<file path="src/rtl/mbr_pkg.sv">
package mbr_pkg;
   typedef enum logic [1:0] {W_SHORT, W_LONG, W_BAD} wclass_t;
   typedef enum logic [1:0] {S_IDLE, S_RX, S_DRAIN, S_GUARD} rx_state_t;
endpackage

</file>
<file path="src/rtl/mbr_tick.sv">
module mbr_tick #(
   parameter int TICK_DIV = 50
) (
   input  logic clk,
   input  logic rst_n,
   output logic tick
);
   generate
      if (TICK_DIV == 1) begin : g_direct
         assign tick = 1'b1;
      end else begin : g_div
         localparam int DW = $clog2(TICK_DIV);
         logic [DW-1:0] div_q;
         always_ff @(posedge clk or negedge rst_n) begin
            if (!rst_n)                              div_q <= '0;
            else if (div_q == DW'(TICK_DIV - 1))     div_q <= '0;
            else                                     div_q <= div_q + 1'b1;
         end
         assign tick = (div_q == DW'(TICK_DIV - 1));
      end
   endgenerate
endmodule

</file>
<file path="src/rtl/mbr_width.sv">
module mbr_width
   import mbr_pkg::*;
#(
   parameter int TW       = 16,
   parameter int TE_MIN   = 333,
   parameter int TE_MAX   = 500,
   parameter int TE2_MIN  = 667,
   parameter int TE2_MAX  = 1000,
   parameter int STOP_LEN = 1668
) (
   input  logic          clk,
   input  logic          rst_n,
   input  logic          tick,
   input  logic          clr,
   input  logic [TW-1:0] guard_len,
   output wclass_t       wcls,
   output logic          quiet,
   output logic          guard_done
);
   localparam logic [TW-1:0] CMAX = '1;
   logic [TW-1:0] cnt_q;

   always_ff @(posedge clk or negedge rst_n) begin
      if (!rst_n)                     cnt_q <= '0;
      else if (clr)                   cnt_q <= '0;
      else if (tick && cnt_q != CMAX) cnt_q <= cnt_q + 1'b1;
   end

   always_comb begin
      if (cnt_q >= TW'(TE_MIN) && cnt_q <= TW'(TE_MAX))        wcls = W_SHORT;
      else if (cnt_q >= TW'(TE2_MIN) && cnt_q <= TW'(TE2_MAX)) wcls = W_LONG;
      else                                                     wcls = W_BAD;
   end

   assign quiet      = (cnt_q >= TW'(STOP_LEN));
   assign guard_done = (cnt_q >= guard_len);
endmodule

</file>
<file path="src/rtl/mbr_decode.sv">
module mbr_decode
   import mbr_pkg::*;
#(
   parameter int DBITS = 16
) (
   input  logic             clk,
   input  logic             rst_n,
   input  logic             rx_n,
   input  wclass_t          wcls,
   input  logic             quiet,
   input  logic             guard_done,
   output logic             clr,
   output logic [DBITS-1:0] frame_data,
   output logic             frame_valid,
   output logic             frame_err
);
   localparam int NB = $clog2(DBITS + 2);
   localparam logic [NB-1:0] FULL = NB'(DBITS + 1);

   rx_state_t        st_q;
   logic             rx_q, at_mid_q;
   logic [NB-1:0]    nbits_q;
   logic [DBITS-1:0] sh_q;
   logic             edge_s, bus_hi;

   assign edge_s = (rx_n != rx_q);
   assign bus_hi = ~rx_n;
   assign clr    = (st_q == S_IDLE) ||
                   ((st_q == S_RX || st_q == S_DRAIN) && (edge_s || quiet));

   always_ff @(posedge clk or negedge rst_n) begin
      if (!rst_n) begin
         st_q        <= S_IDLE;
         rx_q        <= 1'b0;
         at_mid_q    <= 1'b0;
         nbits_q     <= '0;
         sh_q        <= '0;
         frame_data  <= '0;
         frame_valid <= 1'b0;
         frame_err   <= 1'b0;
      end else begin
         rx_q        <= rx_n;
         frame_valid <= 1'b0;
         frame_err   <= 1'b0;
         case (st_q)
            S_IDLE: if (edge_s && rx_n) begin
               st_q     <= S_RX;
               at_mid_q <= 1'b0;
               nbits_q  <= '0;
            end
            S_RX: if (edge_s) begin
               logic emit, bad;
               emit = 1'b0;
               bad  = 1'b0;
               case (wcls)
                  W_SHORT: begin
                     emit     = !at_mid_q;
                     at_mid_q <= !at_mid_q;
                  end
                  W_LONG:  if (at_mid_q) emit = 1'b1; else bad = 1'b1;
                  default: bad = 1'b1;
               endcase
               if (emit) begin
                  if (nbits_q == '0 && !bus_hi) bad = 1'b1;
                  if (nbits_q == FULL)          bad = 1'b1;
                  if (nbits_q != '0)            sh_q <= {sh_q[DBITS-2:0], bus_hi};
                  nbits_q <= nbits_q + 1'b1;
               end
               if (bad) begin
                  frame_err <= 1'b1;
                  st_q      <= S_DRAIN;
               end
            end else if (quiet) begin
               if (nbits_q == FULL && bus_hi) begin
                  frame_valid <= 1'b1;
                  frame_data  <= sh_q;
               end else begin
                  frame_err <= 1'b1;
               end
               st_q <= S_GUARD;
            end
            S_DRAIN: if (!edge_s && quiet) st_q <= S_GUARD;
            S_GUARD: if (guard_done) st_q <= S_IDLE;
            default: st_q <= S_IDLE;
         endcase
      end
   end
endmodule

</file>
<file path="src/rtl/mbr_rx.sv">
module mbr_rx
   import mbr_pkg::*;
#(
   parameter int TICK_DIV = 50,
   parameter int TW       = 16,
   parameter int DBITS    = 16,
   parameter int TE_MIN   = 333,
   parameter int TE_MAX   = 500,
   parameter int TE2_MIN  = 667,
   parameter int TE2_MAX  = 1000,
   parameter int STOP_LEN = 1668
) (
   input  logic             clk,
   input  logic             rst_n,
   input  logic             rx_n,
   input  logic [TW-1:0]    guard_len,
   output logic [DBITS-1:0] frame_data,
   output logic             frame_valid,
   output logic             frame_err
);
   generate
      if (!(TICK_DIV > 0 && TE_MIN > 0 && TE_MIN <= TE_MAX && TE_MAX < TE2_MIN &&
            TE2_MIN <= TE2_MAX && TE2_MAX < STOP_LEN && STOP_LEN < 2**TW && DBITS > 1)) begin : g_bad_cfg
         $error("mbr_rx: inconsistent width windows or counter size");
      end
   endgenerate

   logic    tick, clr, quiet, guard_done;
   wclass_t wcls;

   mbr_tick #(.TICK_DIV(TICK_DIV)) u_tick (.clk(clk), .rst_n(rst_n), .tick(tick));

   mbr_width #(.TW(TW), .TE_MIN(TE_MIN), .TE_MAX(TE_MAX), .TE2_MIN(TE2_MIN),
               .TE2_MAX(TE2_MAX), .STOP_LEN(STOP_LEN)) u_width (
      .clk(clk), .rst_n(rst_n), .tick(tick), .clr(clr), .guard_len(guard_len),
      .wcls(wcls), .quiet(quiet), .guard_done(guard_done));

   mbr_decode #(.DBITS(DBITS)) u_dec (
      .clk(clk), .rst_n(rst_n), .rx_n(rx_n), .wcls(wcls), .quiet(quiet),
      .guard_done(guard_done), .clr(clr), .frame_data(frame_data),
      .frame_valid(frame_valid), .frame_err(frame_err));
endmodule

</file>
<file path="config.mk">
export PLATFORM = sky130hd
export DESIGN_NAME = mbr_rx
export DESIGN_NICKNAME = d
export VERILOG_FILES = /design/src/rtl/mbr_pkg.sv /design/src/rtl/mbr_tick.sv /design/src/rtl/mbr_width.sv /design/src/rtl/mbr_decode.sv /design/src/rtl/mbr_rx.sv
export SDC_FILE = /design/constraint.sdc
export NUM_CORES = 1
export LEC_CHECK = 0
export BUFFER_PORTS_ARGS = -buffer_cell sky130_fd_sc_hd__buf_4
export CELL_PAD_IN_SITES_DETAIL_PLACEMENT = 0
export CELL_PAD_IN_SITES_GLOBAL_PLACEMENT = 1
export CORE_ASPECT_RATIO = 0.6
export CORE_MARGIN = 10
export CORE_UTILIZATION = 51
export CTS_CLUSTER_DIAMETER = 40
export DETAILED_ROUTE_END_ITERATION = 8
export PLACE_DENSITY = 0.91
export SYNTH_ARGS = -nofsm -noshare
export SYNTH_HDL_FRONTEND = slang
export SYNTH_SLANG_ARGS = --single-unit
</file>
<file path="constraint.sdc">
create_clock -name clk -period 4.9 [get_ports clk]
set_clock_uncertainty 0.1 [all_clocks]
set_input_delay 1.47 -clock clk [delete_from_list [all_inputs] [get_ports clk]]
set_output_delay 1.47 -clock clk [all_outputs]
set_load 0.05 [all_outputs]
</file>
==> qor.csv, run 1 <==
stage,metric,value,unit
clock_network,clock_latency,330,ps
timing,finalWorstSetupSlack,1590,ps
logic_synthesis,synthTopCellsByCount,"dfrtp_1 (65), inv_1 (31), ha_1 (30)",
placement,place_congestion,0.844,
logic_synthesis,synthesis.area,0.00378,mm2
timing,relSlewSlack,0.446,
logic_synthesis,synth_ff_type,dfrtp_1,
worst_setup_path,arrival,3430,ps
timing,worst_pin_slew,831,ps
route,first_pass_iters,4,
worst_setup_path,reg2regPathDepth,7,
worst_setup_path,cp-end-kind,flop,
worst_setup_path,reg2reg_to,u_dec.st_q[1],
power,power,1450,uW
route,via_per_inst,5.41,
timing,setup_viol,0,
logic_synthesis,synth.top_cell.area_share,0.431,
route,ant_nets,0,
outcome,status,"complete, no violations",
clock_network,cts_setup_buffers,0,
global_routing,antenna_found_initial,0,
logic_synthesis,synth_cell_types,52,
placement,numPortBuffers,36,
hold_path,min_path_type,flop to flop,
clock_network,clk_pin_slew,60,ps
clock_network,tritoncts,yes,
floorplanning,die-area,0.0114,mm2
global_routing,grt_pass1_vias,2708,
route,num_vias,2646,
worst_setup_path,cp_max_fo,3,
global_routing,grt_max_degree,66,
finish,nNetsFinal,430,
logic_synthesis,syn_area_per_cell,10.9,um2
timing,hold_violations,0,
floorplanning,start_util,0.522,
worst_setup_path,critPathLaunchType,input pin,
worst_setup_path,reg2reg_slack,2240,ps
logic_synthesis,synth_fp_nets,395,
floorplanning,die_h,86.7,um
clock_network,clk_path_buf_depth,2,
route,drtIter0Drc,226,
clock_network,cts-root-buf,clkbuf_16,
placement,pre_cts_slack,1270,ps
floorplanning,die_w,131,um
logic_synthesis,synthArstFlopShare,1.00,
finish,num_antenna_cells,0,
global_routing,overflow,0,
logic_synthesis,syn_inst,346,
worst_setup_path,r2r_start,u_width.cnt_q[3],
route,wl_per_cell,16.3,um
placement,dpl.hpwl,5780,um
power,leakagePower,0.00216,uW
global_routing,track_usage,0.153,
worst_setup_path,crit_required,5020,ps
worst_setup_path,worst-setup-path-type,input pin to flop,
logic_synthesis,yosysMostFrequentCell,dfrtp_1,
global_routing,grt_busiest_layer,met1,
clock_network,htreeDepth,3,
timing,period_needed,3310,ps
hold_path,hold_depth,1,
power,p_per_area,330,mW/mm2
timing,period_share,0.676,
route,drt_wl_total,7950,um
floorplanning,ios,37,
logic_synthesis,yosysTopAreaCell,dfrtp_1,
logic_synthesis,ys_ff_latch,65,
clock_network,ctsHoldBuffers,0,
global_routing,grtUsageMet2,0.207,
clock_network,post_cts_resized,0,
hold_path,min_delay_worst_endpoint,u_tick.g_div.div_q[0],
logic_synthesis,synth.area.top_cells,"dfrtp_1 (43%), ha_1 (9.9%), mux2_4 (7.2%)",
power,max-vdd-ir-drop,0.000195,V
timing,slew_viol_final,0,
floorplanning,core_area,0.00724,mm2
global_routing,grt.met3_usage,0.0530,
route,remaining_drc_errors,0,
floorplanning,num_rows,24,
timing,fmax,302,MHz
run,cap_viol_max_count,0,
logic_synthesis,synth_edf_count,0,
logic_synthesis,yosysWarnings,0,
logic_synthesis,ys_seq_area_frac,0.431,
hold_path,hp-start,u_tick.g_div.div_q[0],
clock_network,cts_buffers,9,
finish,drive_gt1_frac,0.247,
finish,syn_to_final_growth,16.3,%
global_routing,use_met1,0.221,
global_routing,grt_pass1_wl,13700,um
clock_network,cts.sinks,65,
timing,rsz0062_at_grt,false,
timing,final.setup.tns,0,ps
-- cells in the final DEF, fill, tap and decap left out, drive strengths merged, types with 2 or more instances in the layout --
cell type  instances
nand2b             7
nand3             13
o21ai             14
and4               3
a2111oi            2
mux2              32
a21o               2
mux2i              7
nand2             18
nor2b              4
xor2               9
xnor2              9
nand3b             4
buf               37
and2               4
clkbuf             9
ha                30
nor4               3
o2111ai            4
nor3               4
nand4             11
nor3b              4
dfrtp             65
a21oi              4
and3               2
clkinvlp           2
nor2              28
a211oi             5
inv               33
-- state kept, by name, indices dropped and copies added (netlist names) --
register            flops
u_dec.at_mid_q          1
u_dec.frame_data       16
u_dec.frame_err         1
u_dec.frame_valid       1
u_dec.nbits_q           5
u_dec.rx_q              1
u_dec.sh_q             16
u_dec.st_q              2
u_tick.g_div.div_q      6
u_width.cnt_q          16
-- worst max path at each step --
| stage | from | endpoint | cells past startpoint |
|---|---|---|---|
| 2_1_floorplan | rx_n | u_dec.st_q[1] | 8 |
| 3_3_place_gp | guard_len[3] | u_dec.st_q[1] | 9 |
| 3_5_place_dp | guard_len[3] | u_dec.st_q[1] | 9 |
| 4_1_cts | guard_len[3] | u_dec.st_q[1] | 9 |
| 5_1_grt | guard_len[3] | u_dec.st_q[1] | 9 |
| 6_report | guard_len[3] | u_dec.st_q[1] | 9 |
-- power by group --
part / leakage [uW] / switching (uW) / internal [uW]
clock network: 0.000138 / 243 / 393
registers: 0.000882 / 14.0 / 550
logic: 0.00114 / 152 / 95.8
-- layer usage --
metal | vias to the layer above | part of all wire
li1 | 1293 | -
met1 | 1279 | 0.51
met2 | 65 | 0.42
met3 | 9 | 0.063
met4 | 0 | 0.011
met5 | - | 0
-- critical path: stages --
cell and delay [ps]:
buf_4 70, inv_1 30, ha_1 300, a2111oi_0 420, o21ai_0 230, a211oi_1 270, o21ai_0 190, nand3_1 120
mux2_2 330
-- cell type report --
class / count / area, um2
clock inverter: 6 / 67.6
clock buffer: 9 / 225
fill: 606 / 2840
timing repair buffer: 37 / 278
inverter: 31 / 116
sequential: 65 / 1630
tap: 104 / 130
multi-input combinational: 237 / 1950
-- cells by family after synthesis --
family,synth area share
and+or+nand+nor,0.161
DFF,0.431
buffers and inverters,0.0530
AOI/OAI and AO/OA,0.0818
muxes,0.132
adders and majority gates,0.0994
xor gates and xnor gates,0.0418
-- through the flow --
| step | cells | area [um2] | hold slack, ps | util |
|---|---|---|---|---|
| 2_1_floorplan | 346 | 3780 | 361 | - |
| 3_3_place_gp | 474 | 4100 | 378 | 0.567 |
| 3_5_place_dp | 474 | 4100 | 388 | 0.567 |
| 4_1_cts | 489 | 4390 | 395 | 0.607 |
| 5_1_grt | 489 | 4390 | 429 | 0.607 |
| 6_report | 489 | 4390 | 392 | 0.607 |
Note: power is estimated with default switching activity, not from simulation.
==> run 2, diff against run 1 <==
Settings changed: ABC_AREA from default to 1, CORE_UTILIZATION 51 to 40, PLACE_DENSITY 0.91 to 0.82.
Clock period 4.9 ns to 2.8 ns, I/O delays scaled along.
==> run 2 against run 1 <==
First-iteration DRC count is 0.88% higher. Global-route usage is 2.6 points lower. Clock power increased by 91%. Register-to-register slack got worse by 1900 ps. Largest cell class unchanged. Highest routed layer unchanged. Via count up 19%. Synthesized cell count is 40% higher. Sequential power up 79%. Cell area increased by 4.7%. Routed wire length up 9.4%. Final cell count up 35%. Combinational power grew 110%.
==> qor.csv, run 2 <==
stage,metric,value,unit,change
floorplanning,num_rows,27,,was 24
finish,num_antenna_cells,0,,unchanged
worst_setup_path,reg2regPathDepth,15,,was 7
clock_network,cts-root-buf,clkbuf_16,,unchanged
timing,fmax,406,MHz,
timing,slew_viol_final,0,,unchanged
worst_setup_path,cp-end-kind,flop,,unchanged
power,p_per_area,598,mW/mm2,was 330 mW/mm2
clock_network,cts.sinks,65,,unchanged
logic_synthesis,ys_seq_area_frac,0.421,,was 0.431
clock_network,cts_buffers,9,,unchanged
worst_setup_path,cp_cell_sequence,"inv_1, ha_1, inv_1, nand2_1, nand2_1, nand2_1, nand2_1, nor2_1, nand2_1, nand2_1, nand2_1, inv_2, nand4_4, nand2_1, o21ai_2",,"was buf_4, inv_1, ha_1, a2111oi_0, o21ai_0, a211oi_1, o21ai_0, nand3_1, mux2_2"
clock_network,htreeDepth,3,,unchanged
logic_synthesis,yosysMostFrequentCell,nand2_1,,was dfrtp_1
logic_synthesis,ys_ff_latch,65,,unchanged
worst_setup_path,cp.depth,15,,was 9
timing,period_share,0.879,,
finish,nNetsFinal,575,,was 430
clock_network,post_cts_resized,0,,unchanged
worst_setup_path,cp_top_family,simple AND/OR/NAND/NOR gates,,was compound AO/OA/AOI/OAI gates
worst_setup_path,r2r_start,u_width.cnt_q[0],,was u_width.cnt_q[3]
logic_synthesis,synth_fp_nets,532,,was 395
timing,relSlewSlack,0.623,,was 0.446
clock_network,clk_pin_slew,60,ps,about the same
timing,hold_violations,0,,unchanged
placement,place_congestion,0.913,,was 0.844
logic_synthesis,syn_inst,483,,was 346
logic_synthesis,synth_edf_count,0,,unchanged
worst_setup_path,cp_common_cell,nand2_1,,was o21ai_0
power,max-vdd-ir-drop,0.000349,V,was 0.000195 V
worst_setup_path,slowest_delay,420,ps,about the same
route,drtIter0Drc,228,,was 226
logic_synthesis,syn_area_per_cell,8.00,um2,was 10.9 um2
timing,worst_pin_slew,564,ps,was 831 ps
worst_setup_path,cp_max_fo,32,,was 3
floorplanning,die_h,96.1,um,was 86.7 um
logic_synthesis,yosysWarnings,0,,unchanged
outcome,status,"complete, no violations",,unchanged
finish,largest_registers,"u_dec.frame_data: 16 flops, u_dec.sh_q: 16 flops, u_width.cnt_q: 16 flops",,unchanged
floorplanning,die_w,147,um,was 131 um
timing,period_needed,2460,ps,
hold_path,min_path_type,input pin to asynchronous set/reset pin,,was flop to flop
power,leakagePower,0.00236,uW,was 0.00216 uW
global_routing,grt_pass1_vias,2896,,was 2708
global_routing,grt_pass1_wl,14400,um,was 13700 um
clock_network,clock_latency,340,ps,was 330 ps
placement,dpl.hpwl,6580,um,was 5780 um
finish,syn_to_final_growth,19.0,%,was 16.3%
global_routing,track_usage,0.127,,was 0.153
timing,setup_viol,0,,unchanged
global_routing,grt_max_degree,49,,was 66
route,num_vias,3143,,was 2646
route,remaining_drc_errors,0,,unchanged
finish,final_cell_mix,"nand2_1 (123), inv_1 (75), dfrtp_1 (65), nor2_1 (44), buf_4 (38)",,"was dfrtp_1 (65), buf_4 (37), inv_1 (31), ha_1 (30), nor2_1 (28)"
worst_setup_path,crit_required,2910,ps,was 5020 ps
clock_network,ctsHoldBuffers,0,,unchanged
power,power,2750,uW,was 1450 uW
route,wl_per_cell,13.2,um,was 16.3 um
route,ant_nets,0,,unchanged
placement,numPortBuffers,36,,unchanged
worst_setup_path,worst-setup-path-type,flop to flop,,was input pin to flop
run,cap_viol_max_count,0,,unchanged
logic_synthesis,synth_ff_type,dfrtp_1,,unchanged
worst_setup_path,critPathLaunchType,flop,,was input pin
logic_synthesis,yosysTopAreaCell,dfrtp_1,,unchanged
logic_synthesis,synthesis.area,0.00386,mm2,was 0.00378 mm2
logic_synthesis,synthArstFlopShare,1.00,,unchanged
route,drt_wl_total,8700,um,was 7950 um
timing,final.setup.tns,0,ps,unchanged
worst_setup_path,arrival,2570,ps,was 3430 ps
route,first_pass_iters,6,,was 4
floorplanning,start_util,0.416,,was 0.522
clock_network,cts_setup_buffers,0,,unchanged
logic_synthesis,synth.area.top_cells,"dfrtp_1 (42%), nand2_1 (12%), ha_1 (9.7%)",,"was dfrtp_1 (43%), ha_1 (9.9%), mux2_4 (7.2%)"
finish,final_common_cell,nand2_1,,was dfrtp_1
logic_synthesis,synthTopCellsByCount,"nand2_1 (123), inv_1 (75), dfrtp_1 (65)",,"was dfrtp_1 (65), inv_1 (31), ha_1 (30)"
floorplanning,die-area,0.0141,mm2,was 0.0114 mm2
worst_setup_path,startpoint,u_width.cnt_q[0],,was guard_len[3]
floorplanning,core_area,0.00929,mm2,was 0.00724 mm2
finish,drive_gt1_frac,0.181,,was 0.247
floorplanning,ios,37,,unchanged
worst_setup_path,cp_slowest_cell,nand4_4,,was a2111oi_0
global_routing,antenna_found_initial,0,,unchanged
clock_network,clk_path_buf_depth,2,,unchanged
logic_synthesis,synth_cell_types,36,,was 52
clock_network,tritoncts,yes,,unchanged
global_routing,overflow,0,,unchanged
logic_synthesis,synth.top_cell.area_share,0.421,,was 0.431
route,via_per_inst,4.75,,was 5.41
finish,nFillCells,882,,was 606
worst_setup_path,path_buf_inv,3,,was 2
timing,rsz0062_at_grt,false,,unchanged
==> run 2: changes by cell type after synthesis, sizes merged, moves of 6 or more <==
| cell | before | now |
|---|---|---|
| a21oi | 4 | 15 |
| nand2b | 7 | 0 |
| nand2 | 18 | 132 |
| nand3 | 13 | 28 |
| nand4 | 11 | 5 |
| xnor2 | 9 | 2 |
| mux2 | 32 | 0 |
| inv | 31 | 77 |
| nor2 | 28 | 49 |
| mux2i | 7 | 0 |
| o21ai | 14 | 43 |
==> run 2: layout make-up <==
| class | count | area [um2] | area share |
|---|---|---|---|
| well taps | 130 | 163 | 0.0354 |
| clock buffers | 10 | 229 | 0.0498 |
| multi-input cells | 334 | 1900 | 0.412 |
| flip-flops and latches | 65 | 1630 | 0.354 |
| repair buffers | 39 | 305 | 0.0664 |
| clock inverters | 6 | 90.1 | 0.0196 |
| inverters | 77 | 289 | 0.0629 |
==> run 2: through the flow <==
stage	area (um2)	hold WS, ps	instances	setup WS (ps)	utilization
finish	4600	293	661	338	0.495
CTS	4600	296	661	298	0.495
floorplan	3860	342	483	640	-
detailed placement	4280	369	645	286	0.461
global route	4600	301	661	27.5	0.495
global placement	4280	367	645	365	0.461
==> run 2: logic make-up after synthesis <==
family	after synthesis	synth area share
simple gates	227	0.255
buf+inv	84	0.0884
compound gates	66	0.113
flops	65	0.421
fa+ha+maj	30	0.0972
xor+xnor	11	0.0249
==> run 2: per-layer routing <==
metal,track usage,vias to the layer above,routed length (um)
met2,0.172,78,3510
li1,-,1614,-
met3,0.0440,7,595
met5,0,-,0
met4,0.0423,0,65
met1,0.182,1444,4530
==> run 2: path summary, 6_finish.rpt <==
| path | end | slack [ps] |
|---|---|---|
| worst max register to register | u_dec.sh_q[5] | 340 |
| max in group asynchronous | u_dec.frame_data[11] | 1760 |
| worst max-delay path | u_dec.sh_q[5] | 340 |
| worst min-delay path | u_dec.rx_q | 290 |
| min in group clk | u_dec.frame_data[15] | 380 |
| worst min register to register | u_dec.frame_data[15] | 380 |
==> run 2: power by group <==
part	internal [uW]	switching (uW)	leakage (uW)
Clock	782	427	0.000153
Sequential	974	34.0	0.000887
Combinational	169	364	0.00132
